[config.mk]
export PLATFORM = sky130hd
export DESIGN_NAME = eeprom_word_fetch
export DESIGN_NICKNAME = d
export VERILOG_FILES = /design/src/rtl/eewf_pkg.sv /design/src/rtl/eewf_phase_timer.sv /design/src/rtl/eewf_shift_engine.sv /design/src/rtl/eewf_addr_pack.sv /design/src/rtl/eeprom_word_fetch.sv
export SDC_FILE = /design/constraint.sdc
export NUM_CORES = 1
export LEC_CHECK = 0
export BUFFER_PORTS_ARGS = -buffer_cell sky130_fd_sc_hd__buf_2
export CORE_MARGIN = 2
export CORE_UTILIZATION = 50
export DETAILED_ROUTE_END_ITERATION = 10
export GPL_TIMING_DRIVEN = 1
export PLACE_DENSITY = 0.78
export REMOVE_ABC_BUFFERS = 1
export SETUP_SLACK_MARGIN = 0.15
export SYNTH_ARGS = -nofsm -noshare
export SYNTH_HDL_FRONTEND = slang
export SYNTH_SLANG_ARGS = --single-unit
export TNS_END_PERCENT = 30
[constraint.sdc]
create_clock -name clk -period 4 [get_ports clk]
set_input_delay 0.8 -clock clk [delete_from_list [all_inputs] [get_ports clk]]
set_output_delay 0.8 -clock clk [all_outputs]
set_load 0.1 [all_outputs]
[src/rtl/eewf_pkg.sv]
package eewf_pkg;

    typedef enum logic [2:0] {
        EN_IDLE,
        EN_PRE,
        EN_LEAD,
        EN_CMD,
        EN_DATA,
        EN_POST
    } eng_state_e;

    localparam logic [1:0] READ_OP    = 2'b10;
    localparam int         LEAD_ZEROS = 2;

endpackage

[src/rtl/eewf_phase_timer.sv]
module eewf_phase_timer #(
    parameter int PHASE_CLKS = 200
) (
    input  logic clk,
    input  logic rst_n,
    input  logic run_i,
    output logic tick_o
);
    generate
        if (PHASE_CLKS <= 1) begin : g_direct
            assign tick_o = run_i;
        end else begin : g_count
            localparam int CW = $clog2(PHASE_CLKS);
            localparam logic [CW-1:0] LAST = CW'(PHASE_CLKS - 1);

            logic [CW-1:0] cnt_d, cnt_q;

            always_comb begin
                cnt_d = cnt_q;
                if (!run_i)
                    cnt_d = '0;
                else if (cnt_q == LAST)
                    cnt_d = '0;
                else
                    cnt_d = cnt_q + 1'b1;
            end

            always_ff @(posedge clk or negedge rst_n) begin
                if (!rst_n) cnt_q <= '0;
                else        cnt_q <= cnt_d;
            end

            assign tick_o = run_i && (cnt_q == LAST);
        end
    endgenerate
endmodule

[src/rtl/eewf_shift_engine.sv]
module eewf_shift_engine
    import eewf_pkg::*;
#(
    parameter int PHASE_CLKS  = 200,
    parameter int IDLE_PULSES = 26,
    parameter int ADDR_W      = 6,
    parameter int WORD_W      = 16
) (
    input  logic              clk,
    input  logic              rst_n,
    input  logic              go_i,
    input  logic [ADDR_W-1:0] addr_i,
    input  logic              do_i,
    output logic              cs_o,
    output logic              sk_o,
    output logic              di_o,
    output logic [WORD_W-1:0] word_o,
    output logic              done_o
);
    localparam int CMD_W      = ADDR_W + LEAD_ZEROS + 3;
    localparam int IDLE_STEPS = 2 * IDLE_PULSES + 2;
    localparam int STEP_W     = $clog2(IDLE_STEPS);
    localparam int MAXB       = (CMD_W > WORD_W) ? CMD_W : WORD_W;
    localparam int BIT_W      = $clog2(MAXB);

    localparam logic [STEP_W-1:0] STEP_LAST = STEP_W'(IDLE_STEPS - 1);
    localparam logic [STEP_W-1:0] STEP_LOW  = STEP_W'(2 * IDLE_PULSES);
    localparam logic [BIT_W-1:0]  CMD_TOP   = BIT_W'(CMD_W - 1);
    localparam logic [BIT_W-1:0]  DATA_TOP  = BIT_W'(WORD_W - 1);

    typedef struct packed {
        eng_state_e        st;
        logic [STEP_W-1:0] step;
        logic [BIT_W-1:0]  bitn;
        logic [1:0]        sub;
        logic [CMD_W-1:0]  cmd;
        logic [WORD_W-1:0] shreg;
        logic              done;
    } eng_regs_t;

    eng_regs_t r_d, r_q;
    logic      tick;

    eewf_phase_timer #(.PHASE_CLKS(PHASE_CLKS)) u_timer (
        .clk    (clk),
        .rst_n  (rst_n),
        .run_i  (r_q.st != EN_IDLE),
        .tick_o (tick)
    );

    // Next-state: every move except leaving idle waits for a phase boundary.
    always_comb begin
        r_d      = r_q;
        r_d.done = 1'b0;
        unique case (r_q.st)
            EN_IDLE: begin
                if (go_i) begin
                    r_d.st   = EN_PRE;
                    r_d.step = '0;
                    r_d.cmd  = {{LEAD_ZEROS{1'b0}}, 1'b1, READ_OP, addr_i};
                end
            end
            EN_PRE: begin
                if (tick) begin
                    if (r_q.step == STEP_LAST) begin
                        r_d.st   = EN_LEAD;
                        r_d.step = '0;
                    end else begin
                        r_d.step = r_q.step + 1'b1;
                    end
                end
            end
            EN_LEAD: begin
                if (tick) begin
                    if (r_q.step[0]) begin
                        r_d.st   = EN_CMD;
                        r_d.bitn = CMD_TOP;
                        r_d.sub  = 2'd0;
                    end else begin
                        r_d.step = r_q.step + 1'b1;
                    end
                end
            end
            EN_CMD: begin
                if (tick) begin
                    if (r_q.sub != 2'd2) begin
                        r_d.sub = r_q.sub + 1'b1;
                    end else if (r_q.bitn == '0) begin
                        r_d.st   = EN_DATA;
                        r_d.bitn = DATA_TOP;
                        r_d.sub  = 2'd0;
                    end else begin
                        r_d.bitn = r_q.bitn - 1'b1;
                        r_d.sub  = 2'd0;
                    end
                end
            end
            EN_DATA: begin
                if (tick) begin
                    if (r_q.sub == 2'd0) begin
                        r_d.shreg = {r_q.shreg[WORD_W-2:0], do_i};
                        r_d.sub   = 2'd1;
                    end else if (r_q.bitn == '0) begin
                        r_d.st   = EN_POST;
                        r_d.step = '0;
                    end else begin
                        r_d.bitn = r_q.bitn - 1'b1;
                        r_d.sub  = 2'd0;
                    end
                end
            end
            EN_POST: begin
                if (tick) begin
                    if (r_q.step == STEP_LAST) begin
                        r_d.st   = EN_IDLE;
                        r_d.done = 1'b1;
                    end else begin
                        r_d.step = r_q.step + 1'b1;
                    end
                end
            end
            default: r_d.st = EN_IDLE;
        endcase
    end

    always_ff @(posedge clk or negedge rst_n) begin
        if (!rst_n) begin
            r_q       <= '0;
            r_q.st    <= EN_IDLE;
        end else begin
            r_q <= r_d;
        end
    end

    // Pin decode from registered state only.
    always_comb begin
        cs_o = 1'b0;
        sk_o = 1'b0;
        di_o = 1'b0;
        unique case (r_q.st)
            EN_PRE, EN_POST: begin
                if (r_q.step < STEP_LOW) begin
                    cs_o = 1'b1;
                    sk_o = r_q.step[0];
                end else if (r_q.step == STEP_LOW) begin
                    cs_o = 1'b1;
                end
            end
            EN_LEAD: begin
                cs_o = 1'b1;
                sk_o = r_q.step[0];
            end
            EN_CMD: begin
                cs_o = 1'b1;
                di_o = r_q.cmd[r_q.bitn];
                sk_o = (r_q.sub == 2'd1);
            end
            EN_DATA: begin
                cs_o = 1'b1;
                sk_o = (r_q.sub == 2'd0);
            end
            default: ;
        endcase
    end

    assign word_o = r_q.shreg;
    assign done_o = r_q.done;

    // the serial clock holds its level inside a phase
    a_r5_sk_on_boundary: assert property (@(posedge clk) disable iff (!rst_n)
        !tick |=> $stable(sk_o));

    // a clock rising edge only happens with chip select asserted
    a_r2_rise_with_cs: assert property (@(posedge clk) disable iff (!rst_n)
        $rose(sk_o) |-> cs_o);

endmodule

[src/rtl/eewf_addr_pack.sv]
module eewf_addr_pack #(
    parameter int WORD_W   = 16,
    parameter int MAC_OFF  = 111,
    parameter int MAC_BITS = 48
) (
    input  logic [((MAC_OFF + MAC_BITS - 1) / WORD_W - MAC_OFF / WORD_W + 1) * WORD_W - 1:0] words_i,
    output logic [MAC_BITS-1:0] mac_o
);
    localparam int FIRST_W = MAC_OFF / WORD_W;

    // Bit j of the stream is bit (WORD_W-1 - j mod WORD_W) of word j/WORD_W.
    generate
        for (genvar i = 0; i < MAC_BITS; i++) begin : g_bit
            localparam int J = MAC_OFF + i;
            localparam int W = J / WORD_W - FIRST_W;
            localparam int B = WORD_W - 1 - (J % WORD_W);
            assign mac_o[i] = words_i[W * WORD_W + B];
        end
    endgenerate
endmodule

[src/rtl/eeprom_word_fetch.sv]
module eeprom_word_fetch #(
    parameter int PHASE_CLKS  = 200,
    parameter int IDLE_PULSES = 26,
    parameter int ADDR_W      = 6,
    parameter int WORD_W      = 16,
    parameter int SCAN_WORDS  = 12,
    parameter int MAC_OFF     = 111,
    parameter int MAC_BITS    = 48
) (
    input  logic                clk,
    input  logic                rst_n,
    input  logic                start_i,
    input  logic                mode_i,
    input  logic [ADDR_W-1:0]   addr_i,
    output logic                ee_cs_o,
    output logic                ee_sk_o,
    output logic                ee_di_o,
    input  logic                ee_do_i,
    output logic [WORD_W-1:0]   word_o,
    output logic [MAC_BITS-1:0] station_o,
    output logic                busy_o,
    output logic                done_o
);
    localparam int FIRST_W = MAC_OFF / WORD_W;
    localparam int LAST_W  = (MAC_OFF + MAC_BITS - 1) / WORD_W;
    localparam int KEEP    = LAST_W - FIRST_W + 1;
    localparam logic [ADDR_W-1:0] SCAN_LAST = ADDR_W'(SCAN_WORDS - 1);

    typedef struct packed {
        logic                     busy;
        logic                     station;
        logic [ADDR_W-1:0]        addr;
        logic                     go;
        logic                     done;
        logic [KEEP*WORD_W-1:0]   words;
    } top_regs_t;

    top_regs_t         r_d, r_q;
    logic [WORD_W-1:0] eng_word;
    logic              eng_done;

    eewf_shift_engine #(
        .PHASE_CLKS  (PHASE_CLKS),
        .IDLE_PULSES (IDLE_PULSES),
        .ADDR_W      (ADDR_W),
        .WORD_W      (WORD_W)
    ) u_engine (
        .clk    (clk),
        .rst_n  (rst_n),
        .go_i   (r_q.go),
        .addr_i (r_q.addr),
        .do_i   (ee_do_i),
        .cs_o   (ee_cs_o),
        .sk_o   (ee_sk_o),
        .di_o   (ee_di_o),
        .word_o (eng_word),
        .done_o (eng_done)
    );

    always_comb begin
        r_d      = r_q;
        r_d.go   = 1'b0;
        r_d.done = 1'b0;
        if (!r_q.busy) begin
            if (start_i) begin
                r_d.busy    = 1'b1;
                r_d.station = mode_i;
                r_d.addr    = mode_i ? '0 : addr_i;
                r_d.go      = 1'b1;
            end
        end else if (eng_done) begin
            if (r_q.station) begin
                for (int k = 0; k < KEEP; k++) begin
                    if (r_q.addr == ADDR_W'(FIRST_W + k))
                        r_d.words[k*WORD_W +: WORD_W] = eng_word;
                end
            end
            if (!r_q.station || r_q.addr == SCAN_LAST) begin
                r_d.busy = 1'b0;
                r_d.done = 1'b1;
            end else begin
                r_d.addr = r_q.addr + 1'b1;
                r_d.go   = 1'b1;
            end
        end
    end

    always_ff @(posedge clk or negedge rst_n) begin
        if (!rst_n) r_q <= '0;
        else        r_q <= r_d;
    end

    eewf_addr_pack #(
        .WORD_W   (WORD_W),
        .MAC_OFF  (MAC_OFF),
        .MAC_BITS (MAC_BITS)
    ) u_pack (
        .words_i (r_q.words),
        .mac_o   (station_o)
    );

    assign word_o = eng_word;
    assign busy_o = r_q.busy;
    assign done_o = r_q.done;

    // completion is a single-cycle pulse
    a_r7_done_single: assert property (@(posedge clk) disable iff (!rst_n)
        done_o |=> !done_o);

    // the memory is deselected while no request is running
    a_r1_quiet_idle: assert property (@(posedge clk) disable iff (!rst_n)
        !busy_o |-> !ee_cs_o);

    // a request during a run does not change the selected mode
    a_r8_mode_held: assert property (@(posedge clk) disable iff (!rst_n)
        (busy_o && start_i) |=> $stable(r_q.station));

endmodule

==> qor.csv <==
stage;metric;value;unit
outcome;status;finished, final reports clean;
yosys;Mapped Cells;464;
clock_tree;Worst-path clk slew;0.11;ns
yosys;number of flops mapped to enable cells by yosys;0;
global_routing;vias in the first global route;3326;
setup_path;Worst R2R Path Depth;6;
final_layout;antenna fix cells;0;
clock_tree;post-CTS setup buffers;0;
setup_path;Worst path max stage delay;0.80;ns
floorplanning;site row count;37;
floorplanning;core area;10400;sq um
setup_path;worst reg2reg setup slack;1.73;ns
placement;dpl hpwl;7150;microns
global_routing;GRT overflow;0;
setup_path;WP buf/inv;1;
placement;DP Area;5450;sq um
hold_path;Hold Path Stages;1;
yosys;Synth area leaders;dfrtp_1 49%, mux2_2 15%, buf_4 9.0%;
setup_path;reg-to-reg startpoint;u_engine.r_q[31]$_DFFE_PN0P_;
setup_path;WP data arrival;2.55;ns
setup_path;Worst setup SP type;flop;
final_layout;final net count;500;
detailed_routing;DRT Pass-1 Iters;4;
final_layout;most common cell after layout, fill and taps aside;dfrtp_1;
yosys;post-synthesis compound-gate area fraction;0.0941;
power;Leakage;2.90;nW
power;Power Density;369;nW/um^2
flow_run;max_cap viols;0;
detailed_routing;initial DRC count;237;
yosys;Synth Warn #;0;
global_routing;global-route wire length before repair;16400;microns
detailed_routing;via count;3476;
final_layout;P&R area growth vs syn;4.39;%
detailed_routing;WL final;10200;microns
floorplanning;die height;108;microns
yosys;Synth Cell Area;5410;sq um
global_routing;total track usage;0.178;
final_layout;fraction of layout instances using a drive strength above 1;0.388;
setup_path;Critical Path RT;3.20;ns
setup_path;FF-to-FF End;u_engine.r_q[36]$_DFFE_PN0P_;
sta;unrepaired setup endpoints after global routing;false;
setup_path;critical setup path kind;flop to primary output;
yosys;Post-Synth Adder-Cell Area;0.0231;
yosys;mux cell area share after synthesis;0.161;
yosys;register bit total from synthesis;105;
hold_path;hold path startpoint;r_q[24]$_DFFE_PN0P_;
sta;final hold slack;0.506;ns
final_layout;fill cell count;887;
sta;fmax;298;MHz
placement;Placer Congestion;0.867;
final_layout;Layout Utilization;0.542;
setup_path;worst-path cell chain;nand3b_1 -> a2111oi_0 -> buf_2;
clock_tree;CTS tree;built;
sta;final worst slack;0.646;ns
sta;Clock Skews;0.0130;ns
hold_path;WHS Endpoint;r_q[24]$_DFFE_PN0P_;
clock_tree;CTS Hold Bufs;0;
detailed_routing;vias per cell;5.61;
clock_tree;clock latency on the worst-skew pair;0.37;ns
floorplanning;die area;11700;sq um
yosys;Synth Area in Simple Gates;0.120;
hold_path;HP Class;flop to flop;
yosys;Synth Area in XOR/XNOR;0.00971;
setup_path;Slowest cell on crit path;dfrtp_1;
yosys;count of cell types in the netlist;66;
sta;Tightest Pin Transition;1.07;ns
clock_tree;CTS sink count;105;
yosys;main combinational cell family by area after synthesis;multiplexers;
global_routing;largest net degree at the start of global routing;88;
sta;final hold vios;0;
floorplanning;DIE WIDTH;108;microns
setup_path;Max FO, Critical Path;24;
clock_tree;CTS Buf Count;9;
sta;minimum clock period;3.35;ns
yosys;asr flop ratio synth;1.00;
detailed_routing;Avg WL per Cell;16.4;microns
floorplanning;Ports;80;
detailed_routing;Routed Antenna Nets;0;
yosys;top_reg_cell synth;dfrtp_1;
yosys;synthesized area per cell;11.7;sq um
yosys;cell taking the most area after synthesis;dfrtp_1;
power;Max IR drop VDD;0.238;mV
yosys;area share of the largest cell type after synthesis;0.486;
final_layout;most frequent cells in the layout;105 x dfrtp_1, 78 x buf_2, 73 x mux2_2;
placement;pre-CTS setup slack;1.13;ns
sta;setup TNS;0;ns
clock_tree;Clock Path Buffers;2;
detailed_routing;drt drc;0;
placement;number of buffer cells added on primary ports;79;
setup_path;Setup crit end kind;primary output;
floorplanning;initial core utilization;0.520;
sta;max-slew violations;0;
final_layout;post-route cell area;5650;sq um
sta;slew margin rel.;0.288;
clock_tree;CTS root buffer;clkbuf_8;
yosys;Seq/Total Area, Yosys;0.486;
sta;Finish-stage setup viols;0;
sta;crit share post-route;0.838;
global_routing;initial antenna violation count;0;
clock_tree;CTS H-Tree Depth;3;
setup_path;Top delay family on crit path;flip-flops;
clock_tree;post-cts sizing count;0;
==> cells in the mapped netlist, drive strengths merged (5+ instances only) <==
master,n
a21oi,7
a221o,7
buf,72
dfrtp,105
ha,10
inv,10
mux2,74
nand2,20
nand2b,7
nand3,16
nor2,24
nor2b,6
nor3,9
nor3b,6
o21ai,10
o31ai,5
xor2,5
==> metrics by stage <==
step | std cells | power, mW
floorplan | 388 | 1.38
global placement | 604 | 1.45
detailed placement | 604 | 1.46
finish | 620 | 2.08
CTS | 620 | 2.10
global route | 620 | 2.19
==> sequential cells by signal, indices dropped and copies added, names as in the netlist <==
register / cells
u_engine.r_q: 22
u_engine.word_o: 16
u_engine.u_timer.g_count.cnt_q: 8
r_q: 56
busy_o: 1
done_o: 1
u_engine.done_o: 1
==> area by class of cell <==
cell class	instances	area [sq um]	share of cell area
Clock inverter	7	76.3	0.0135
Clock buffer	9	124	0.0219
Sequential cell	105	2630	0.465
Inverter	10	37.5	0.00664
Timing Repair Buffer	80	405	0.0718
Multi-Input combinational cell	273	2210	0.391
Tap cell	136	170	0.0301
==> worst max path at each step <==
stage | start | endpoint | cells after the start
2_1_floorplan | u_engine.r_q[40]$_DFFE_PN0P_ | ee_di_o | 2
3_5_place_dp | u_engine.r_q[40]$_DFFE_PN0P_ | ee_di_o | 3
5_1_grt | u_engine.r_q[40]$_DFFE_PN0P_ | ee_di_o | 3
6_report | u_engine.r_q[40]$_DFFE_PN0P_ | ee_di_o | 3
4_1_cts | u_engine.r_q[40]$_DFFE_PN0P_ | ee_di_o | 3
3_3_place_gp | u_engine.r_q[40]$_DFFE_PN0P_ | ee_di_o | 3
==> logic make-up (layout without fill, tap and decap cells) <==
logic type / Yosys count / count (layout)
simple gates: 115 / 115
flops: 105 / 105
buf+inv: 86 / 106
mux: 78 / 78
compound gates: 64 / 64
fa+ha+maj: 10 / 10
xor+xnor: 6 / 6
==> where the power goes <==
group | internal (mW) | switching, mW | total [mW]
Combinational | 0.0995 | 0.165 | 0.264
Sequential | 1.11 | 0.0677 | 1.18
Clock | 0.245 | 0.398 | 0.643
Total | 1.45 | 0.630 | 2.08
==> per-layer routing <==
metal  vias to the layer above  share of wire  GRT usage  wire (microns)
met5                         -              0          0               0
met4                         0          0.012     0.0531             119
met3                        10          0.050     0.0392             506
met2                       117           0.49      0.290            4930
met1                      1714           0.45      0.240            4600
li1                       1635              -          -               -
(Power assumes the default switching activity.)
